<file path="config.mk">
export PLATFORM = sky130hd
export DESIGN_NAME = bus_lane_steer
export DESIGN_NICKNAME = d
export VERILOG_FILES = /design/src/rtl/bls_pkg.sv /design/src/rtl/bls_wr_steer.sv /design/src/rtl/bls_rd_extract.sv /design/src/rtl/bls_line_seq.sv /design/src/rtl/bus_lane_steer.sv
export SDC_FILE = /design/constraint.sdc
export NUM_CORES = 1
export LEC_CHECK = 0
export BUFFER_PORTS_ARGS = -buffer_cell sky130_fd_sc_hd__buf_4
export CORE_UTILIZATION = 55
export DETAILED_ROUTE_END_ITERATION = 8
export HOLD_SLACK_MARGIN = 0.08
export PLACE_DENSITY = 0.94
export REMOVE_ABC_BUFFERS = 1
export SLEW_MARGIN = 20
export SYNTH_ARGS = -nofsm -noshare
export SYNTH_HDL_FRONTEND = slang
export SYNTH_SLANG_ARGS = --single-unit
</file>
<file path="constraint.sdc">
create_clock -name clk -period 4.4 [get_ports clk]
set_input_delay 1.1 -clock clk [delete_from_list [all_inputs] [get_ports clk]]
set_output_delay 1.1 -clock clk [all_outputs]
set_load 0.05 [all_outputs]
</file>
<file path="src/rtl/bls_pkg.sv">
package bls_pkg;
  localparam int LANE_W = 8;
  localparam int BUS_W  = 32;
  localparam int LANES  = BUS_W / LANE_W;

  localparam logic [1:0] SZ_LONG = 2'b00;
  localparam logic [1:0] SZ_BYTE = 2'b01;
  localparam logic [1:0] SZ_WORD = 2'b10;
  localparam logic [1:0] SZ_LINE = 2'b11;
endpackage

</file>
<file path="src/rtl/bls_wr_steer.sv">
module bls_wr_steer
  import bls_pkg::*;
(
  input  logic [1:0]       size,
  input  logic [1:0]       off,
  input  logic [BUS_W-1:0] op,
  output logic [BUS_W-1:0] lanes
);
  for (genvar k = 0; k < LANES; k++) begin : g_lane
    localparam int HI = BUS_W - 1 - k * LANE_W;
    // byte index inside a halfword for this lane: 0 = upper, 1 = lower
    localparam int HW_IDX = k % 2;
    logic [LANE_W-1:0] lane_v;

    always_comb begin
      lane_v = '0;
      unique case (size)
        SZ_BYTE: begin
          if (k == 0 || off == 2'(k)) lane_v = op[LANE_W-1:0];
        end
        SZ_WORD: begin
          if (k < 2 || off == 2'd2)
            lane_v = op[2*LANE_W-1-HW_IDX*LANE_W -: LANE_W];
        end
        default: lane_v = op[HI -: LANE_W];
      endcase
    end

    assign lanes[HI -: LANE_W] = lane_v;
  end
endmodule

</file>
<file path="src/rtl/bls_rd_extract.sv">
module bls_rd_extract
  import bls_pkg::*;
(
  input  logic [1:0]       size,
  input  logic [1:0]       off,
  input  logic [BUS_W-1:0] rdata,
  output logic [BUS_W-1:0] operand
);
  logic [LANE_W-1:0] byte_sel;
  logic [LANES-1:0][LANE_W-1:0] lane_arr;

  for (genvar k = 0; k < LANES; k++) begin : g_split
    // lane_arr[0] is the least significant lane
    assign lane_arr[k] = rdata[k*LANE_W +: LANE_W];
  end

  assign byte_sel = lane_arr[2'(LANES - 1) - off];

  always_comb begin
    operand = '0;
    unique case (size)
      SZ_BYTE: operand[LANE_W-1:0]   = byte_sel;
      SZ_WORD: operand[2*LANE_W-1:0] = off[1] ? rdata[2*LANE_W-1:0]
                                              : rdata[BUS_W-1 -: 2*LANE_W];
      default: operand = rdata;
    endcase
  end
endmodule

</file>
<file path="src/rtl/bls_line_seq.sv">
module bls_line_seq
  import bls_pkg::*;
#(
  parameter int ADDR_W     = 32,
  parameter int LINE_BEATS = 4,
  localparam int LINE_W     = LINE_BEATS * BUS_W,
  localparam int LINE_OFF_W = $clog2(LINE_BEATS * (BUS_W / LANE_W)),
  localparam int BEAT_W     = (LINE_BEATS > 1) ? $clog2(LINE_BEATS) : 1
)(
  input  logic              clk,
  input  logic              rst,
  input  logic              req_valid,
  input  logic [ADDR_W-1:0] req_addr,
  input  logic [1:0]        req_size,
  input  logic              req_write,
  input  logic [LINE_W-1:0] req_wdata,
  input  logic [BUS_W-1:0]  steered_wdata,
  input  logic [BUS_W-1:0]  short_rdata,
  input  logic              bus_ready,
  input  logic [BUS_W-1:0]  bus_rdata,
  output logic              bus_valid,
  output logic [ADDR_W-1:0] bus_addr,
  output logic [1:0]        bus_size,
  output logic              bus_write,
  output logic [BUS_W-1:0]  bus_wdata,
  output logic [LINE_W-1:0] rd_data,
  output logic              done,
  output logic              err
);
  logic              is_line;
  logic [BEAT_W-1:0] beat;
  logic [LINE_W-1:0] wbuf;
  logic [LINE_W-1:0] rbuf;
  logic              legal;
  logic              last_beat;
  logic [LINE_W-1:0] line_gather;

  always_comb begin
    unique case (req_size)
      SZ_BYTE: legal = 1'b1;
      SZ_WORD: legal = ~req_addr[0];
      SZ_LONG: legal = (req_addr[1:0] == 2'b00);
      default: legal = (req_addr[LINE_OFF_W-1:0] == '0);
    endcase
  end

  assign last_beat   = !is_line || (beat == BEAT_W'(LINE_BEATS - 1));
  assign line_gather = {rbuf[LINE_W-BUS_W-1:0], bus_rdata};

  always_ff @(posedge clk) begin
    if (rst) begin
      bus_valid <= 1'b0;
      bus_addr  <= '0;
      bus_size  <= SZ_LONG;
      bus_write <= 1'b0;
      bus_wdata <= '0;
      rd_data   <= '0;
      done      <= 1'b0;
      err       <= 1'b0;
      is_line   <= 1'b0;
      beat      <= '0;
      wbuf      <= '0;
      rbuf      <= '0;
    end else begin
      done <= 1'b0;
      err  <= 1'b0;
      if (!bus_valid) begin
        if (req_valid) begin
          if (legal) begin
            bus_valid <= 1'b1;
            bus_addr  <= req_addr;
            bus_size  <= req_size;
            bus_write <= req_write;
            is_line   <= (req_size == SZ_LINE);
            beat      <= '0;
            rbuf      <= '0;
            if (req_size == SZ_LINE) begin
              bus_wdata <= req_wdata[LINE_W-1 -: BUS_W];
              wbuf      <= req_wdata << BUS_W;
            end else begin
              bus_wdata <= steered_wdata;
              wbuf      <= '0;
            end
          end else begin
            err <= 1'b1;
          end
        end
      end else if (bus_ready) begin
        if (last_beat) begin
          bus_valid <= 1'b0;
          done      <= 1'b1;
          if (!bus_write) rd_data <= is_line ? line_gather : LINE_W'(short_rdata);
        end else begin
          beat      <= beat + 1'b1;
          bus_addr  <= bus_addr + ADDR_W'(4);
          bus_wdata <= wbuf[LINE_W-1 -: BUS_W];
          wbuf      <= wbuf << BUS_W;
          rbuf      <= line_gather;
        end
      end
    end
  end


  err_quiet_chk: assert property (@(posedge clk) disable iff (rst)
    err |-> !bus_valid && !done);


  done_pulse_chk: assert property (@(posedge clk) disable iff (rst)
    done |=> !done);


  done_idle_chk: assert property (@(posedge clk) disable iff (rst)
    done |-> !bus_valid);


  stall_hold_chk: assert property (@(posedge clk) disable iff (rst)
    bus_valid && !bus_ready |=> bus_valid && $stable(bus_addr)
      && $stable(bus_wdata) && $stable(bus_size) && $stable(bus_write));


  beat_step_chk: assert property (@(posedge clk) disable iff (rst)
    bus_valid && bus_ready |=> done || (bus_valid && bus_addr == $past(bus_addr) + ADDR_W'(4)));


  line_only_steps_chk: assert property (@(posedge clk) disable iff (rst)
    bus_valid && bus_ready && bus_size != SZ_LINE |=> done);
endmodule

</file>
<file path="src/rtl/bus_lane_steer.sv">
module bus_lane_steer
  import bls_pkg::*;
#(
  parameter int ADDR_W     = 32,
  parameter int LINE_BEATS = 4,
  localparam int LINE_W    = LINE_BEATS * 32
)(
  input  logic              clk,
  input  logic              rst,
  input  logic              req_valid,
  input  logic [ADDR_W-1:0] req_addr,
  input  logic [1:0]        req_size,
  input  logic              req_write,
  input  logic [LINE_W-1:0] req_wdata,
  output logic              bus_valid,
  output logic [ADDR_W-1:0] bus_addr,
  output logic [1:0]        bus_size,
  output logic              bus_write,
  output logic [31:0]       bus_wdata,
  input  logic              bus_ready,
  input  logic [31:0]       bus_rdata,
  output logic [LINE_W-1:0] rd_data,
  output logic              done,
  output logic              err
);
  logic [BUS_W-1:0] steered_wdata;
  logic [BUS_W-1:0] short_rdata;

  bls_wr_steer u_wr (
    .size  (req_size),
    .off   (req_addr[1:0]),
    .op    (req_wdata[BUS_W-1:0]),
    .lanes (steered_wdata)
  );

  bls_rd_extract u_rd (
    .size    (bus_size),
    .off     (bus_addr[1:0]),
    .rdata   (bus_rdata),
    .operand (short_rdata)
  );

  bls_line_seq #(
    .ADDR_W     (ADDR_W),
    .LINE_BEATS (LINE_BEATS)
  ) u_seq (
    .clk           (clk),
    .rst           (rst),
    .req_valid     (req_valid),
    .req_addr      (req_addr),
    .req_size      (req_size),
    .req_write     (req_write),
    .req_wdata     (req_wdata),
    .steered_wdata (steered_wdata),
    .short_rdata   (short_rdata),
    .bus_ready     (bus_ready),
    .bus_rdata     (bus_rdata),
    .bus_valid     (bus_valid),
    .bus_addr      (bus_addr),
    .bus_size      (bus_size),
    .bus_write     (bus_write),
    .bus_wdata     (bus_wdata),
    .rd_data       (rd_data),
    .done          (done),
    .err           (err)
  );


  byte_repl_chk: assert property (@(posedge clk) disable iff (rst)
    bus_valid && bus_write && bus_size == SZ_BYTE |->
      bus_wdata[23:16] == ((bus_addr[1:0] == 2'd1) ? bus_wdata[31:24] : 8'h00)
      && bus_wdata[7:0] == ((bus_addr[1:0] == 2'd3) ? bus_wdata[31:24] : 8'h00));


  word_repl_chk: assert property (@(posedge clk) disable iff (rst)
    bus_valid && bus_write && bus_size == SZ_WORD |->
      bus_wdata[15:0] == (bus_addr[1] ? bus_wdata[31:16] : 16'h0000));


  legal_offset_chk: assert property (@(posedge clk) disable iff (rst)
    bus_valid |-> (bus_size == SZ_BYTE) || (bus_size == SZ_WORD && !bus_addr[0])
      || (bus_addr[1:0] == 2'b00));
endmodule

</file>
# After elaboration in Yosys (flattened, before gate mapping)
# Cells that the tools add are included.
[word_totals]
in_bits = 199
mem_bits_rw = 0
mem_bits_ro = 0
latch_bits = 0
mem_count = 0
regBits = 425
wordCells = 95
[op_classes]
n_shift = 0
n_div = 0
n_mul = 0
n_reduce_logical = 13
n_bitwise = 5
addsub = 3
n_mux = 50
eq_ne = 11
order_cmp = 1
[op_table]
columns = ["operator", "n"]
rows = [
  ["128-bit 2-to-1 mux", 7],
  ["96-bit 2-to-1 mux", 5],
  ["32-bit 2-to-1 mux", 11],
  ["8-bit case mux with 2 select lines", 6],
  ["8-bit 2-to-1 mux", 5],
  ["32-bit by 3-bit adder with 32-bit output, second input constant", 1],
  ["16-bit 2-to-1 mux", 2],
  ["8-bit binary-select mux with 2-bit select", 1],
  ["2-bit equality test, second input constant", 6],
  ["2-bit 2-to-1 mux", 5],
  ["4-bit AND reduction", 2],
  ["1-bit 2-to-1 mux", 7],
  ["2-bit by 1-bit equality test with 1-bit output, second input constant", 3],
  ["3-bit OR reduction", 2],
  ["1-bit NOT", 5],
  ["2-bit logical NOT", 2],
  ["4-bit logical NOT", 1],
  ["2-bit inequality test, second input constant", 2],
  ["2-bit nonzero test", 2],
  ["2-bit by 3-bit less-than comparator with 1-bit output, second input constant", 1],
  ["1-bit case mux with 3 select lines", 1],
  ["3-bit AND reduction", 1],
  ["2-bit by 1-bit adder with 2-bit output, second input constant", 1],
  ["2-bit OR reduction", 1],
  ["other kinds (3)", 3],
]

# Depth between registers and ports, before layout
# Gate-level depths: netlist (run 1).
[depth]
word_depth = 7
depth_mapped = 10
ltp_nobuf = 7

# Cells and area by module
# From an unflattened synthesis (run 1), not the netlist that was laid out.
[unflattened]
cells_unflattened = 2086
hier_area_um2 = 17045.1
[modules_own_cells]
columns = ["mod", "cells_per_inst", "seq_area_each_um2", "instances", "area_per_inst_um2"]
rows = [
  ["bls_line_seq", 1920, 7867.5, 1, 15833.9],
  ["bls_wr_steer", 93, 0.0, 1, 645.6],
  ["bls_rd_extract", 73, 0.0, 1, 565.5],
]

# Worst setup path after synthesis (run 1)
# OpenSTA, ideal clock, no wires.
[synth_timing]
path_type = "in2reg"
startpoint = "input req_size[0]"
endpoint = "register u_seq.beat[1]"
setup_slack_ns = 1.605
path_buffers = 4
path_stages = 10
setup_time_ns = 0.128
arrival_time_ns = 2.668
cell_sequence = "inv_1 -> ha_1 -> clkbuf_1 -> o21ai_1 -> a32o_1 -> buf_6 -> buf_6 -> buf_2 -> a22oi_1 -> nor2_1"
[synth_between]
elab_chain_cells = 4
elab_cells_between_ends = 6
classes_between = "2 x eq/ne; 1 x mux; 3 x reduce/logical"
[synth_rtl]
columns = ["item", "line_no", "text"]
rows = [
  ["from (decl)", "bus_lane_steer.sv:12", "input logic [1:0] req_size,"],
  ["2-bit equality test, or another cell as far along", "bls_line_seq.sv:39", "unique case (req_size)"],
  ["1-bit case mux with 3 select lines *", "bls_line_seq.sv:39", ""],
  ["2-bit nonzero test (no line) *", "n/a", ""],
  ["4-bit AND reduction (no line) *", "n/a", ""],
  ["to (signal assigned)", "bls_line_seq.sv:94", "beat <= beat + 1'b1;"],
  ["to (decl)", "bls_line_seq.sv:31", "logic [BEAT_W-1:0] beat;"],
]
# Mark *: on every way between the ends. The rest lies on a longest branch, timed or not.
# A chain may end at the register's enable or synchronous reset.

# Final worst setup path (run 1)
[layout_timing]
startpoint = "input req_size[0]"
endpoint = "register u_seq.bus_wdata[19]"
[layout_between]
elab_chain_cells = 6
elab_cells_between_ends = 12
classes_between = "3 x eq/ne; 6 x mux; 3 x reduce/logical"
[layout_rtl]
columns = ["item", "line_no", "text"]
rows = [
  ["2-bit equality test or 2-bit by 1-bit equality test with 1-bit output (tied branches)", "bls_wr_steer.sv:17, bls_line_seq.sv:39", ""],
  ["8-bit case mux with 2 select lines", "bls_wr_steer.sv:17", "unique case (size)"],
  ["32-bit 2-to-1 mux", "bls_line_seq.sv:77", "if (req_size == SZ_LINE) begin"],
  ["32-bit 2-to-1 mux", "bls_line_seq.sv:69", "if (legal) begin"],
  ["32-bit 2-to-1 mux", "bls_line_seq.sv:68", "if (req_valid) begin"],
  ["32-bit 2-to-1 mux", "bls_line_seq.sv:67", "if (!bus_valid) begin"],
  ["to (signal assigned)", "bls_line_seq.sv:78", "bus_wdata <= req_wdata[LINE_W-1 -: BUS_W];"],
  ["to (signal assigned)", "bls_line_seq.sv:81", "bus_wdata <= steered_wdata;"],
  ["to (signal assigned)", "bls_line_seq.sv:96", "bus_wdata <= wbuf[LINE_W-1 -: BUS_W];"],
  ["to (decl)", "bls_line_seq.sv:25", "output logic [BUS_W-1:0] bus_wdata,"],
]
# Parallel ways exist; a longest one is shown, timed or not. The select of a mux whose other input is x is not followed.

==> results of run 1 <==
==> metrics by stage <==
stage | total power, mW | cell area (um^2)
after floorplan | 4.431 | 15340
after global placement | 4.878 | 19190
after detailed placement | 4.907 | 19190
after CTS | 8.227 | 20480
after global routing | 8.476 | 20500
final | 8.219 | 20500
==> logic make-up after synthesis <==
| family | after synthesis | synth area share |
|---|---|---|
| compound gates | 543 | 0.2253 |
| buf+inv | 214 | 0.05546 |
| mux | 27 | 0.01758 |
| simple gates | 751 | 0.2084 |
| fa+ha+maj | 8 | 0.006197 |
| flops | 393 | 0.4871 |
==> area by class of cell <==
class	count	area (um^2)	area share
well taps	384	480.5	0.02343
flip-flops and latches	393	7875	0.3841
clock buffers	59	1185	0.05779
multi-input cells	1329	7431	0.3624
inverters	21	78.83	0.003845
repair buffers	428	3337	0.1628
diodes	3	7.507	0.0003661
clock inverters	9	108.9	0.005309
==> state kept, by name, summed over array words and instances, names as in the netlist, 2 cells and up <==
name / count
u_seq.bus_addr: 32
u_seq.wbuf: 96
u_seq.rd_data: 128
u_seq.rbuf: 96
u_seq.bus_wdata: 32
u_seq.bus_size: 2
u_seq.beat: 2
==> placed cells by master (no fill, tap or decap), types with 8 or more instances in the layout <==
cell type	instances
or3_1	11
buf_12	9
ha_1	8
dfxtp_1	391
nor2b_1	11
a211oi_1	35
a222oi_1	8
clkbuf_16	42
a22oi_1	105
mux2_2	8
o32ai_1	9
mux2i_1	18
inv_1	19
clkbuf_1	10
nand4_1	9
nand2b_1	17
buf_4	417
a21oi_1	209
nor2_1	215
a221o_1	8
nor3_1	79
o22ai_1	14
o221ai_1	16
nand3_1	172
o21ai_0	35
nand2_1	206
a221oi_1	72
a32oi_1	8
==> worst min-delay path: stages (launching register included) <==
cell and delay [ns]:
dfxtp_1 0.31, nand2_1 0.05, a21oi_1 0.05
==> path summary, 6_finish.rpt <==
path / start / endpoint / cells past startpoint
setup / recovery: req_size[0] / u_seq.bus_wdata[19] / 8
hold / removal: u_seq.rd_data[109] / u_seq.rd_data[109] / 2
setup reg to reg: u_seq.is_line / u_seq.rd_data[14] / 6
hold reg to reg: u_seq.rd_data[109] / u_seq.rd_data[109] / 2
==> layer usage <==
layer,vias to the layer above,wire length (um),part of all wire
li1,7558,-,-
met1,7786,19160,0.36
met2,1140,24850,0.47
met3,184,6387,0.12
met4,0,2975,0.056
met5,-,0,0
==> power breakdown <==
group | internal [mW] | switching [mW]
Clock | 1.98 | 1.38
Combinational | 0.390 | 0.716
Sequential | 3.67 | 0.0904
==> impl_metrics.csv, run 1 <==
group,metric,value,unit
layout,drive_gt1_frac,0.2287,
run,drv_cap,0,
yosys,syn_area,16150,um^2
yosys,avgSynthCellArea,8.343,um^2
global_routing,use_met3,0.08421,
global_routing,grt_max_degree,114,
setup_path,crit_family,"compound AO/OA/AOI/OAI gates",
timing,tightest_slew,1.128,ns
global_routing,grt_pass1_wl,82.23,mm
power,ir_worst_vdd,0.3511,mV
routing,vias,16670,
power,powerDensity,400.8,nW/um^2
routing,remaining_drc_errors,0,
clock_tree,clk_latency,0.53,ns
global_routing,grt_pass1_vias,15270,
yosys,synth-seq-cells,393,
clock_tree,hold_buffers,0,
clock_tree,htreeDepth,2,
clock_tree,clock_path_buffers,3,
clock_tree,postCtsSetupRepairBufs,0,
setup_path,rrSetupSlack,1.40,ns
routing,wl,53.37,mm
setup_path,crit_buf_inv,3,
routing,vias_per_cell,6.347,
timing,fin_crit_sh,0.6858,
yosys,synthCells,1936,
setup_path,slowest_delay,0.61,ns
setup_path,cp.required,4.83,ns
global_routing,grt.busiest_layer,"met2",
floorplan,ios,397,
yosys,yosysMostFrequentCell,"dfxtp_1",
floorplan,die_w,173.4,um
layout,layout.nets,2420,
setup_path,slowest_stage,"a32o_4",
place,place_ws,0.9511,ns
global_routing,antenna_found_initial,3,
timing,maxSlewHeadroom,0.2479,
setup_path,end_kind,"flip-flop",
yosys,synth_top_area_frac,0.4871,
timing,fmax,0.3314,GHz
clock_tree,numClockSinks,393,
yosys,synth_area_leaders,"dfxtp_1 49%, a21oi_1 6.5%, nand3_1 5.3%",
floorplan,start_util,0.5613,
floorplan,die_area,30060,um^2
setup_path,path_cells,"buf_4 -> inv_1 -> ha_1 -> o21ai_1 -> a32o_4 -> buf_12 -> a21oi_1 -> a211oi_1",
global_routing,grt_overflow,0,
timing,slew_viol_final,0,
timing,hold_ws,0.4505,ns
timing,fin_ws,1.383,ns
yosys,yosys.area.top_type,"dfxtp_1",
power,leakagePower,7.768,nW
floorplan,rows,62,
setup_path,crit_fanout,67,
yosys,yosysSeqAreaShare,0.4871,
place,gp_congestion,0.9358,
timing,finalHoldViolCount,0,
setup_path,cp.arrival,3.45,ns
layout,syn_to_final_growth,26.93,%
global_routing,grt_usage,0.3375,
place,dp_cells,2554,
timing,rsz0062_at_grt,"no",
layout,n_fill_cell,2106,
global_routing,gr-usage-met1,0.4093,
yosys,synth_common_cells,"393 x dfxtp_1, 216 x nor2_1, 209 x a21oi_1",
clock_tree,root_buffer,"clkbuf_16",
timing,finalSetupViolCount,0,
routing,drt_iter0_markers,2337,
floorplan,die_height,173.4,um
place,dp_hpwl,34.77,mm
place,io_buffers,396,
yosys,yosysWarnings,0,
yosys,synth_cell_types,57,
global_routing,use_met2,0.5530,
routing,firstDrtPassIters,7,
timing,finalClockSkew,0.02306,ns
floorplan,coreArea,28780,um^2
timing,post-route-min-period,3.017,ns
routing,wl_per_cell,20.32,um
layout,layout.cells.non_filler,2626,
timing,setup_tns,0,ns
clock_tree,cts_resized,0,
yosys,async_flop_share,0,
clock_tree,cts_tree,"built",
routing,ant_nets,0,
layout,fin_util,0.7124,
setup_path,worstSetupPathType,"primary input to flip-flop",
min_path,hp-class,"flip-flop to flip-flop",
yosys,synth_ff_type,"dfxtp_1",
yosys,synth_edf_count,0,
clock_tree,clk_pin_slew,0.06,ns
setup_path,start_kind,"primary input",
clock_tree,cts_buffers,40,
status,status,"finished, final reports clean",
Note: power is estimated with default switching activity, not from simulation.
==> run 2: changes to the inputs <==
--- a/config.mk
+++ b/config.mk
@@ -6,10 +6,10 @@
 export NUM_CORES = 1
 export LEC_CHECK = 0
 export BUFFER_PORTS_ARGS = -buffer_cell sky130_fd_sc_hd__buf_4
-export CORE_UTILIZATION = 55
+export CORE_UTILIZATION = 48
 export DETAILED_ROUTE_END_ITERATION = 8
 export HOLD_SLACK_MARGIN = 0.08
-export PLACE_DENSITY = 0.94
+export PLACE_DENSITY = 0.88
 export REMOVE_ABC_BUFFERS = 1
 export SLEW_MARGIN = 20
 export SYNTH_ARGS = -nofsm -noshare
==> constraint.sdc (replaced) <==
create_clock -name clk -period 2.62 [get_ports clk]
set_input_delay 0.655 -clock clk [delete_from_list [all_inputs] [get_ports clk]]
set_output_delay 0.655 -clock clk [all_outputs]
set_load 0.05 [all_outputs]
==> run 2 against run 1 <==
Net effect:
- total power grew 71%
- sequential share of layout area is 0.96 points lower
- final cell count grew 3.5%
- via count is 0.38% higher
- sequential cell count unchanged
- worst setup slack worse by 1.2 ns
- critical path type is now flip-flop to flip-flop
- largest cell class unchanged
- largest power group unchanged
==> impl_metrics.csv, run 2 (same netlist as run 1, synthesis figures left out) <==
group,metric,value,unit
layout,layout.cells.non_filler,2718,
clock_tree,clock_path_buffers,3,
clock_tree,numClockSinks,393,
routing,drt_iter0_markers,1575,
global_routing,grt_usage,0.3010,
clock_tree,cts_buffers,40,
layout,layout.nets,2454,
floorplan,die_height,185.4,um
clock_tree,cts_tree,"built",
layout,largest_register,"u_seq.rd_data",
floorplan,die_area,34390,um^2
layout,diodes,0,
place,dp_cells,2647,
global_routing,antenna_found_initial,0,
timing,fin_crit_sh,0.9157,
global_routing,grt_max_degree,94,
floorplan,coreArea,32780,um^2
timing,maxSlewHeadroom,0.3304,
layout,layout_common_cells,"439 x buf_4, 391 x dfxtp_1, 215 x nor2_1",
place,io_buffers,396,
power,clkPwrFrac,0.413,
clock_tree,postCtsSetupRepairBufs,0,
global_routing,grt_overflow,0,
power,p_switching,3.716,mW
timing,fmax,0.4168,GHz
setup_path,end_kind,"flip-flop",
timing,slew_viol_final,0,
routing,vias_per_cell,6.156,
place,dp_hpwl,37.09,mm
layout,largest_reg_flops,128,
layout,stdcell_area,21030,um^2
layout,regArea,7875,um^2
power,swShare,0.2642,
setup_path,crit_fanout,54,
floorplan,ios,397,
clock_tree,cts_resized,0,
power,ir_worst_vdd,0.4823,mV
timing,hold_ws,0.3771,ns
global_routing,grt_pass1_vias,15220,
setup_path,cp.required,3.00,ns
timing,finalHoldViolCount,0,
layout,multi_input_area,7433,um^2
routing,wl,54.45,mm
routing,firstDrtPassIters,6,
floorplan,rows,66,
power,leakagePower,8.012,nW
layout,n_fill_cell,2593,
clock_tree,clk_latency,0.53,ns
setup_path,start_kind,"flip-flop",
clock_tree,hold_buffers,0,
status,status,"finished, final reports clean",
run,drv_cap,0,
timing,tightest_slew,1.004,ns
power,seqPwrFrac,0.448,
clock_tree,root_buffer,"clkbuf_16",
timing,rsz0062_at_grt,"no",
layout,drive_gt1_frac,0.2403,
power,p_int,10.35,mW
layout,reg_top3,"u_seq.rd_data: 128 flops, u_seq.rbuf: 96 flops, u_seq.wbuf: 96 flops",
timing,finalClockSkew,0.01927,ns
routing,wl_per_cell,20.03,um
place,placed_area,19690,um^2
timing,post-route-min-period,2.399,ns
layout,final_common_cell,"buf_4",
clock_tree,htreeDepth,2,
clock_tree,clk_pin_slew,0.06,ns
power,combPwrFrac,0.139,
floorplan,die_w,185.4,um
floorplan,start_util,0.4927,
place,gp_congestion,0.9107,
routing,ant_nets,0,
setup_path,worstSetupPathType,"flip-flop to flip-flop",
layout,fin_util,0.6415,
min_path,hp-class,"primary input to flip-flop",
power,powerDensity,668.8,nW/um^2
setup_path,cp.arrival,2.78,ns
global_routing,grt_pass1_wl,82.13,mm
layout,syn_to_final_growth,30.20,%
routing,vias,16730,
routing,remaining_drc_errors,0,
timing,finalSetupViolCount,0,
[run 2: cell types whose count changed in the layout (fill, tap and decap cells not counted), moves of 2 or more]
cell,previous run,this run
clkinv_2,5,3
buf_4,417,439
clkbuf_1,10,13
diode_2,3,0
buf_12,9,22
[run 2: area by class of cell]
| type | instances | area share |
|---|---|---|
| Sequential cell | 393 | 0.3744 |
| Multi-Input combinational cell | 1329 | 0.3534 |
| Timing Repair Buffer | 462 | 0.1784 |
| Clock buffer | 63 | 0.05753 |
| Tap cell | 442 | 0.02630 |
| Clock inverter | 8 | 0.006187 |
| Inverter | 21 | 0.003748 |
[run 2: stage by stage]
step / power [mW] / TNS [ns] / worst slack, ns
global route: 14.48 / 0 / 0.1131
detailed placement: 8.349 / 0 / 0.05177
floorplan: 7.442 / -2634.82 / -8.117
CTS: 14.07 / 0 / 0.2511
finish: 14.07 / 0 / 0.2209
global placement: 8.304 / 0 / 0.1435
[run 2: worst max-delay path: stages (launching register included)]
cell,delay [ns]
dfxtp_1,0.33
ha_1,0.19
nand2b_1,0.24
or2_2,0.43
a32o_4,0.31
buf_12,0.18
buf_12,0.20
a22oi_1,0.23
nor2_1,0.07
[run 2: power groups by stage]
stage	clock network [mW]	logic [mW]	registers (mW)
2_1_floorplan	0	0.726	6.72
3_5_place_dp	0	1.92	6.43
6_report	5.80	1.96	6.31
4_1_cts	5.84	1.93	6.30
5_1_grt	6.08	2.08	6.32
3_3_place_gp	0	1.89	6.42
[run 2: layer usage]
| metal | share of wire | global-route usage | up-vias |
|---|---|---|---|
| met1 | 0.38 | 0.3787 | 7971 |
| met3 | 0.11 | 0.06783 | 139 |
| met4 | 0.042 | 0.1349 | 0 |
| li1 | - | - | 7635 |
| met5 | 0 | 0 | - |
| met2 | 0.47 | 0.4902 | 987 |
[run 2: path summary, 6_finish.rpt]
| kind | start | end | slack [ns] | cells past startpoint |
|---|---|---|---|---|
| worst max-delay path | u_seq.beat[0] | u_seq.rbuf[34] | 0.22 | 8 |
| worst min-delay path | req_write | u_seq.bus_write | 0.38 | 3 |
| worst max register to register | u_seq.beat[0] | u_seq.rbuf[34] | 0.22 | 8 |
| worst min register to register | u_seq.bus_wdata[27] | u_seq.bus_wdata[27] | 0.45 | 2 |
==> run 3: changes to the inputs <==
--- a/config.mk
+++ b/config.mk
@@ -8,7 +8,9 @@
 export BUFFER_PORTS_ARGS = -buffer_cell sky130_fd_sc_hd__buf_4
 export CORE_UTILIZATION = 48
 export DETAILED_ROUTE_END_ITERATION = 8
+export GPL_TIMING_DRIVEN = 0
 export HOLD_SLACK_MARGIN = 0.08
+export MAX_ROUTING_LAYER = met4
 export PLACE_DENSITY = 0.88
 export REMOVE_ABC_BUFFERS = 1
 export SLEW_MARGIN = 20
==> run 3 against run 2 <==
Net effect:
- combinational power grew 4%
- worst setup slack got worse by 0.16 ns
- global-route usage increased by 1.9 points
==> impl_metrics.csv, run 3 (same netlist as run 1, synthesis figures left out) <==
group,metric,value,unit
routing,vias,16860,
global_routing,antenna_found_initial,5,
min_path,hp-class,"primary input to flip-flop",
clock_tree,cts_tree,"built",
min_path,min_path_cells,3,
floorplan,start_util,0.4927,
place,io_buffers,396,
setup_path,cpMostUsedCell,"buf_16",
setup_path,crit_fanout,39,
power,powerDensity,665.8,nW/um^2
routing,firstDrtPassIters,7,
layout,n_fill_cell,2569,
layout,largest_reg_flops,128,
routing,wl_per_cell,20.75,um
setup_path,cp.arrival,3.03,ns
setup_path,cp.required,3.08,ns
setup_path,start_kind,"flip-flop",
layout,drive_gt1_frac,0.2448,
clock_tree,htreeDepth,2,
layout,largest_register,"u_seq.rd_data",
layout,final_common_cell,"buf_4",
floorplan,coreArea,32780,um^2
place,gp_congestion,0.8814,
routing,wl,56.41,mm
timing,finalClockSkew,0.01301,ns
routing,drt_iter0_markers,1780,
place,dp_hpwl,35.92,mm
global_routing,grt_max_degree,137,
clock_tree,numClockSinks,393,
setup_path,rr_worst_depth,9,
power,ir_worst_vdd,0.5228,mV
floorplan,die_area,34390,um^2
layout,multi_input_area,7492,um^2
timing,tightest_slew,0.8404,ns
setup_path,slowest_stage,"or3_1",
place,dp_cells,2615,
floorplan,rows,66,
global_routing,grt_pass1_vias,15680,
timing,slew_viol_final,0,
global_routing,grt_usage,0.3200,
timing,fin_crit_sh,0.9786,
timing,finalSetupViolCount,0,
clock_tree,clk_pin_slew,0.06,ns
floorplan,ios,397,
global_routing,grt_pass1_wl,84.41,mm
routing,vias_per_cell,6.200,
clock_tree,clock_path_buffers,3,
layout,layout.cells.non_filler,2719,
setup_path,end_kind,"flip-flop",
setup_path,worstSetupPathType,"flip-flop to flip-flop",
timing,finalHoldViolCount,0,
floorplan,die_w,185.4,um
run,drv_cap,0,
global_routing,grt_overflow,0,
routing,ant_nets,0,
layout,reg_top3,"u_seq.rd_data: 128 flops, u_seq.rbuf: 96 flops, u_seq.wbuf: 96 flops",
layout,layout_common_cells,"408 x buf_4, 391 x dfxtp_1, 215 x nor2_1",
layout,regArea,7875,um^2
status,status,"finished, final reports clean",
power,leakagePower,8.157,nW
layout,layout.nets,2446,
setup_path,slowest_delay,0.39,ns
layout,syn_to_final_growth,32.82,%
floorplan,die_height,185.4,um
clock_tree,clk_latency,0.55,ns
timing,fmax,0.3900,GHz
timing,setup_tns,0,ns
timing,post-route-min-period,2.564,ns
clock_tree,root_buffer,"clkbuf_16",
routing,remaining_drc_errors,0,
timing,maxSlewHeadroom,0.4367,
setup_path,path_cells,"buf_12 -> buf_16 -> clkinv_16 -> buf_16 -> a32o_4 -> buf_16 -> buf_16 -> or3_1 -> a21oi_1",
clock_tree,cts_buffers,41,
-- run 3: cell types whose count changed in the layout (fill, tap and decap cells not counted), moves of 3 or more --
| cell | before | now |
|---|---|---|
| diode_2 | 0 | 6 |
| clkbuf_8 | 8 | 13 |
| buf_6 | 0 | 7 |
| clkinv_2 | 3 | 8 |
| buf_16 | 0 | 18 |
| inv_6 | 0 | 3 |
| buf_8 | 1 | 4 |
| buf_4 | 439 | 408 |
| buf_12 | 22 | 8 |
| clkbuf_1 | 13 | 5 |
| bufbuf_16 | 0 | 3 |
-- run 3: what timing repair did --
action,in CTS,in global routing
pin swaps,3,2
cloned,5,2
hold buffers,0,0
endpoints found under the setup margin,263,103
setup buffers,7,9
gates resized for setup,6,10
-- run 3: per-layer routing --
metal	wire length (um)	GRT usage	vias to the layer above
met5	0	-	-
met4	2981	0.1653	0
met3	6604	0.08120	196
met2	26310	0.5100	1079
met1	20510	0.3711	7942
li1	-	-	7642
-- run 3: final timing paths --
check | to | start | slack (ns)
worst max-delay path | u_seq.bus_wdata[15] | u_seq.bus_valid | 0.06
worst min-delay path | u_seq.bus_write | req_write | 0.37
worst max register to register | u_seq.bus_wdata[15] | u_seq.bus_valid | 0.06
worst min register to register | u_seq.rd_data[105] | u_seq.rd_data[105] | 0.45
-- run 3: critical path, delay by kind of cell, from the launching register on --
kind	cells	cell delay [ns]
buf+inv	6	1.14
flops	1	0.36
simple gates	1	0.39
compound gates	2	0.47
-- run 3: metrics by stage --
| stage | setup slack (ns) | instance area (um^2) | hold slack [ns] | util | total power [mW] |
|---|---|---|---|---|---|
| after floorplan | -8.117 | 15340 | 0.4259 | - | 7.442 |
| after global placement | -13.11 | 18860 | 0.4376 | 0.5753 | 8.237 |
| after detailed placement | -1.140 | 19680 | 0.4447 | 0.6001 | 8.320 |
| after CTS | 0.003466 | 21270 | 0.3299 | 0.6489 | 14.29 |
| after global routing | -0.04787 | 21450 | 0.3660 | 0.6543 | 14.72 |
| final | 0.05598 | 21450 | 0.3670 | 0.6544 | 14.28 |
-- run 3: layout make-up --
class | count | area share
flip-flops and latches | 393 | 0.3671
multi-input cells | 1331 | 0.3492
clock buffers | 59 | 0.05704
well taps | 442 | 0.02578
clock inverters | 16 | 0.007465
repair buffers | 451 | 0.1878
diodes | 6 | 0.0006998
inverters | 21 | 0.004899
-- run 3: power breakdown --
group / internal, mW / leakage (nW) / switching (mW)
logic: 0.773 / 4.28 / 1.26
clock network: 3.47 / 0.692 / 2.48
registers: 6.16 / 3.18 / 0.143
